--- src/rtl/sbc_pkg.sv ---
package sbc_pkg;
  localparam int BURST_W = 2;
  typedef logic [BURST_W-1:0] burst_idx_t;

  // low address bits for burst step k from a start offset
  function automatic burst_idx_t burst_step(input burst_idx_t start,
                                            input burst_idx_t k,
                                            input logic       ilv);
    return ilv ? (start ^ k) : burst_idx_t'(start + k);
  endfunction
endpackage

--- src/rtl/sram_burst_gen.sv ---
module sram_burst_gen
  import sbc_pkg::*;
(
  input  logic       clk,
  input  logic       rst,
  input  logic       load,
  input  logic       adv_en,
  input  logic       interleave,
  input  burst_idx_t start_i,
  output burst_idx_t eff_o
);
  burst_idx_t start_q, k_q, start_n, k_n;

  always_comb begin
    start_n = load ? start_i : start_q;
    if (load)        k_n = '0;
    else if (adv_en) k_n = k_q + 1'b1;
    else             k_n = k_q;
    eff_o = burst_step(start_n, k_n, interleave);
  end

  always_ff @(posedge clk) begin
    if (rst) begin
      start_q <= '0;
      k_q     <= '0;
    end else begin
      start_q <= start_n;
      k_q     <= k_n;
    end
  end
endmodule

--- src/rtl/sram_lane_mem.sv ---
module sram_lane_mem #(
  parameter int ADDR_W = 6,
  parameter int LANE_W = 9,
  parameter int LANES  = 4,
  localparam int DEPTH  = 1 << ADDR_W,
  localparam int DATA_W = LANE_W * LANES
) (
  input  logic              clk,
  input  logic              we,
  input  logic [LANES-1:0]  lane_we,
  input  logic [ADDR_W-1:0] waddr,
  input  logic [DATA_W-1:0] wdata,
  input  logic [ADDR_W-1:0] raddr,
  output logic [DATA_W-1:0] rdata
);
  for (genvar l = 0; l < LANES; l++) begin : g_lane
    logic [LANE_W-1:0] mem [DEPTH];
    always_ff @(posedge clk) begin
      if (we && lane_we[l]) mem[waddr] <= wdata[l*LANE_W +: LANE_W];
    end
    assign rdata[l*LANE_W +: LANE_W] = mem[raddr];
  end
endmodule

--- src/rtl/burst_sram_ctl.sv ---
module burst_sram_ctl
  import sbc_pkg::*;
#(
  parameter int ADDR_W = 6,
  parameter int LANE_W = 9,
  parameter int LANES  = 4,
  localparam int DATA_W = LANE_W * LANES
) (
  input  logic              clk,
  input  logic              rst,
  input  logic [ADDR_W-1:0] addr_i,
  input  logic              proc_stb_n,
  input  logic              ctrl_stb_n,
  input  logic              adv_n,
  input  logic              cs1_n,
  input  logic              cs2,
  input  logic              cs3_n,
  input  logic              gwr_n,
  input  logic              bwen_n,
  input  logic [LANES-1:0]  bsel_n,
  input  logic              oe_n,
  input  logic              interleave,
  input  logic [DATA_W-1:0] wdata_i,
  output logic [DATA_W-1:0] rdata_o,
  output logic              bus_oe_o
);
  localparam int HI_W = ADDR_W - BURST_W;

  logic              sel_q, rd_q, first_q;
  logic [HI_W-1:0]   hi_q, hi_n;
  logic [ADDR_W-1:0] cur_q, eff_addr;
  logic              ps_hit, load, sel_now, wdet, wr_en, adv_en;
  logic [LANES-1:0]  lane_we;
  burst_idx_t        eff_lo;
  logic [DATA_W-1:0] mem_rd;

  // strobe decode: processor strobe counts only with cs1 active, and wins
  assign ps_hit  = !proc_stb_n && !cs1_n;
  assign load    = ps_hit || !ctrl_stb_n;
  assign sel_now = !cs1_n && cs2 && !cs3_n;
  assign wdet    = !gwr_n || (!bwen_n && !(&bsel_n));
  assign lane_we = gwr_n ? ~bsel_n : {LANES{1'b1}};
  assign wr_en   = load ? (sel_now && !ps_hit && wdet) : (sel_q && wdet);
  assign adv_en  = !load && sel_q && !adv_n;

  sram_burst_gen u_burst (
    .clk        (clk),
    .rst        (rst),
    .load       (load),
    .adv_en     (adv_en),
    .interleave (interleave),
    .start_i    (addr_i[BURST_W-1:0]),
    .eff_o      (eff_lo)
  );

  assign hi_n     = load ? addr_i[ADDR_W-1:BURST_W] : hi_q;
  assign eff_addr = {hi_n, eff_lo};

  sram_lane_mem #(.ADDR_W(ADDR_W), .LANE_W(LANE_W), .LANES(LANES)) u_mem (
    .clk     (clk),
    .we      (wr_en),
    .lane_we (lane_we),
    .waddr   (eff_addr),
    .wdata   (wdata_i),
    .raddr   (cur_q),
    .rdata   (mem_rd)
  );

  always_ff @(posedge clk) begin
    if (rst) begin
      sel_q   <= 1'b0;
      rd_q    <= 1'b0;
      first_q <= 1'b0;
      hi_q    <= '0;
      cur_q   <= '0;
    end else begin
      first_q <= load && sel_now && !sel_q;
      if (load) begin
        sel_q <= sel_now;
        hi_q  <= hi_n;
        cur_q <= eff_addr;
        rd_q  <= sel_now && !wr_en;
      end else if (sel_q) begin
        cur_q <= eff_addr;
        if (wr_en)       rd_q <= 1'b0;
        else if (adv_en) rd_q <= 1'b1;
      end else begin
        rd_q <= 1'b0;
      end
    end
  end

  // output enable is asynchronous; write cycles and first read mask it
  assign bus_oe_o = rd_q && !oe_n && !first_q;
  assign rdata_o  = bus_oe_o ? mem_rd : '0;
endmodule

--- config.mk ---
export PLATFORM = sky130hd
export DESIGN_NAME = burst_sram_ctl
export DESIGN_NICKNAME = d
export VERILOG_FILES = /design/src/rtl/sbc_pkg.sv /design/src/rtl/sram_burst_gen.sv /design/src/rtl/sram_lane_mem.sv /design/src/rtl/burst_sram_ctl.sv
export SDC_FILE = /design/constraint.sdc
export NUM_CORES = 2
export LEC_CHECK = 0
export BUFFER_PORTS_ARGS = -buffer_cell sky130_fd_sc_hd__clkbuf_2
export CAP_MARGIN = 30
export CORE_MARGIN = 2
export CORE_UTILIZATION = 57
export DETAILED_ROUTE_END_ITERATION = 12
export PLACE_DENSITY = 0.76
export SYNTH_ARGS = -nofsm -noshare
export SYNTH_HDL_FRONTEND = slang
export SYNTH_HIERARCHICAL = 1
export SYNTH_SLANG_ARGS = --single-unit
--- constraint.sdc ---
create_clock -name clk -period 3.3 [get_ports clk]
set_input_delay 0.495 -clock clk [delete_from_list [all_inputs] [get_ports clk]]
set_output_delay 0.495 -clock clk [all_outputs]
set_load 0.1 [all_outputs]
==> run metrics <==
setup slack at placement -538 ps; number of global-route vias before repair 49.2k; setup TNS -26260 ps; routed vias 49.8k; flops & latches, synth 2321; clock buffer count from CTS 216; vias per cell 6.91; status finished with violations; Clock Latency Late Sink 860 ps; post-synth top area share 0.774; first-pass GRT wire length 367000 um; Worst-path clk slew 70 ps; Max Fclk 243 MHz; Post-Route WL 268000 um; # DRC 0; critical path class flip-flop to output port; placeable core area 0.156 mm2; CTS Root Cell clkbuf_16; CP max FO 8; Worst Hold Slack 38.9 ps; fin crit share 1.25; worst-path cell chain buf_12 > buf_16 > buf_12 > mux4_2 > mux4_2 > o22ai_2 > buf_6 > nor3_4 > and2_4 > buf_12; router iterations before antenna repair 6; Total Power 62.4 mW; Critical Path Source Type flip-flop; Syn. warnings 6; Final Skew 49.6 ps; pin count of the biggest net entering global routing 65; slowest cell delay on critical path 580 ps; Fillers 8809; layout cell share with drive strength beyond 1 0.409; Die W 400 um; largest area contributor in the netlist edfxtp_1; EDFF count, synth 2304; RePlAce Congestion 1.02; cell repeated most along the worst path buf_12; Hold Crit Class input pin to flip-flop; Synth Flop Type edfxtp_1; required time worst endpoint 2800 ps; RSZ-0062 raised after global routing true; Slew Viols, Final 0; Bufs and invs on worst path 5; post-route design area 0.109 mm2; dpl cell area 0.0978 mm2; Unique masters post-synth 55; nets 5031; ys async rst share 0; htree depth 4; CP Capture Type output port; remaining antenna violation count after routing 0; Setup violations, final 36; initial antenna violation count 12; Top Family by Delay on Critical Path multiplexers; total grt overflow 0; row count 145; clk sinks 2321; Pleak 34.2 nW; num ports 95; Clock Path Buffers 3; syn_nets 4224; Final Hold Vio Count 0; area of the multi-input gates 0.0208 mm2; die area 0.160 mm2; Syn Std Cell Area 0.0893 mm2; starting density of the core 0.573; top cells by area, synth edfxtp_1 (77%), mux4_2 (14%), nor2_1 (1.3%); Cell Pwr Density 575 mW/mm2; post-DR wirelength/cell 37.1 um; Critical Path AT 3630 ps; PortBufs 94; Post-Layout Cell Count 7211; Avg Cell Area, Syn 21.5 um2; synth cell count leaders edfxtp_1 (2304), mux4_2 (564), nor2_1 (298); Area Overhead vs Synth 21.5%; Die Ht 400 um; Final Critical Period 4120 ps; failing checks negative setup slack; worst slew pin tran 1080 ps; sequential share of the synthesized area 0.778; Register Area 0.0695 mm2; DRT iter0 DRCs 7968; Max-Cap Viols 0; Post-Syn Instances 4165; final worst slack -824 ps; DP Cell Count 6729; DP HPWL 163000 um; final core occ 0.696; CTS tree done; most frequent cell after synthesis edfxtp_1; worst relative slew slack 0.278; gr usage total 0.332; worst vdd ir 0.000538 V; Worst path slowest cell mux4_2
-- registers in the layout (all words and copies together), names as in the netlist --
name              count
cur_q                 6
first_q               1
hi_q                  4
rd_q                  1
sel_q                 1
u_burst/k_q           2
u_burst/start_q       2
u_mem/g_lane.mem   2304
-- per-layer routing --
layer / wire, um / track usage
met4: 15500 / 0.154
met2: 124000 / 0.508
met5: 102 / 0
met3: 38800 / 0.105
met1: 88600 / 0.442
-- worst paths after layout --
kind	slack (ps)	endpoint	startpoint	depth (start not counted)
max	-820	rdata_o[3]	cur_q[0]	10
min	40	u_burst/start_q[0]	addr_i[0]	3
max reg2reg	80	u_mem/g_lane[0].mem[56][5]	sel_q	12
min reg2reg	510	hi_q[2]	hi_q[2]	2
-- kinds of logic after synthesis --
kind of cell / count (synthesis) / synth area share
flops: 2321 / 0.778
mux: 677 / 0.155
simple gates: 591 / 0.0290
compound gates: 323 / 0.0241
buf+inv: 247 / 0.0128
xor+xnor: 5 / 0.000490
fa+ha+maj: 1 / 0.000140
-- placed cells by master (no fill, tap or decap), types with 15 or more instances in the layout --
master	Yosys	routed
o221ai_1	17	15
o22ai_1	155	58
buf_12	0	145
clkinv_2	0	39
buf_6	2	37
and2_4	0	19
clkbuf_16	0	220
and2_1	38	15
mux2i_1	83	67
mux4_2	564	564
buf_8	0	15
nand2_2	0	17
nand2_1	143	125
bufinv_16	0	23
edfxtp_1	2304	2304
a21oi_1	46	37
nor2_1	298	181
o22ai_4	0	29
clkbuf_1	123	42
clkbuf_2	0	58
nor2_2	1	106
buf_4	30	554
o22ai_2	0	68
mux2_2	30	27
nor3_1	26	16
clkinv_1	0	49
-- final cells by class --
type / instances / share of cell area
flip-flops and latches: 2321 / 0.641
diodes: 1 / 0.0000231
inverters: 3 / 0.000104
well taps: 2058 / 0.0237
clock inverters: 133 / 0.0124
repair buffers: 833 / 0.0788
multi-input cells: 1597 / 0.192
clock buffers: 265 / 0.0523
-- timing repair --
action / CTS / global route
hold buffers: 5 / 1
setup endpoints to repair: 397 / 1010
buffers inserted: 34 / 40
pin swaps: 26 / 38
hold endpoints to repair: 5 / 2
cloned: 11 / 2
gates resized for setup: 331 / 266
-- power by group --
part	switching (mW)	leakage [nW]	internal [mW]	total, mW
sequential	0.0336	20.8	32.4	32.5
combinational	2.83	9.90	2.06	4.88
clock	11.0	3.43	14.0	25.1
total	13.9	34.2	48.5	62.4
-- worst min-delay path, delay by kind of cell --
family | cells | cell delay [ps]
multiplexers | 1 | 160
buffers and inverters | 1 | 90
AND/OR/NAND/NOR | 1 | 110
Note: power is estimated with default switching activity, not from simulation.
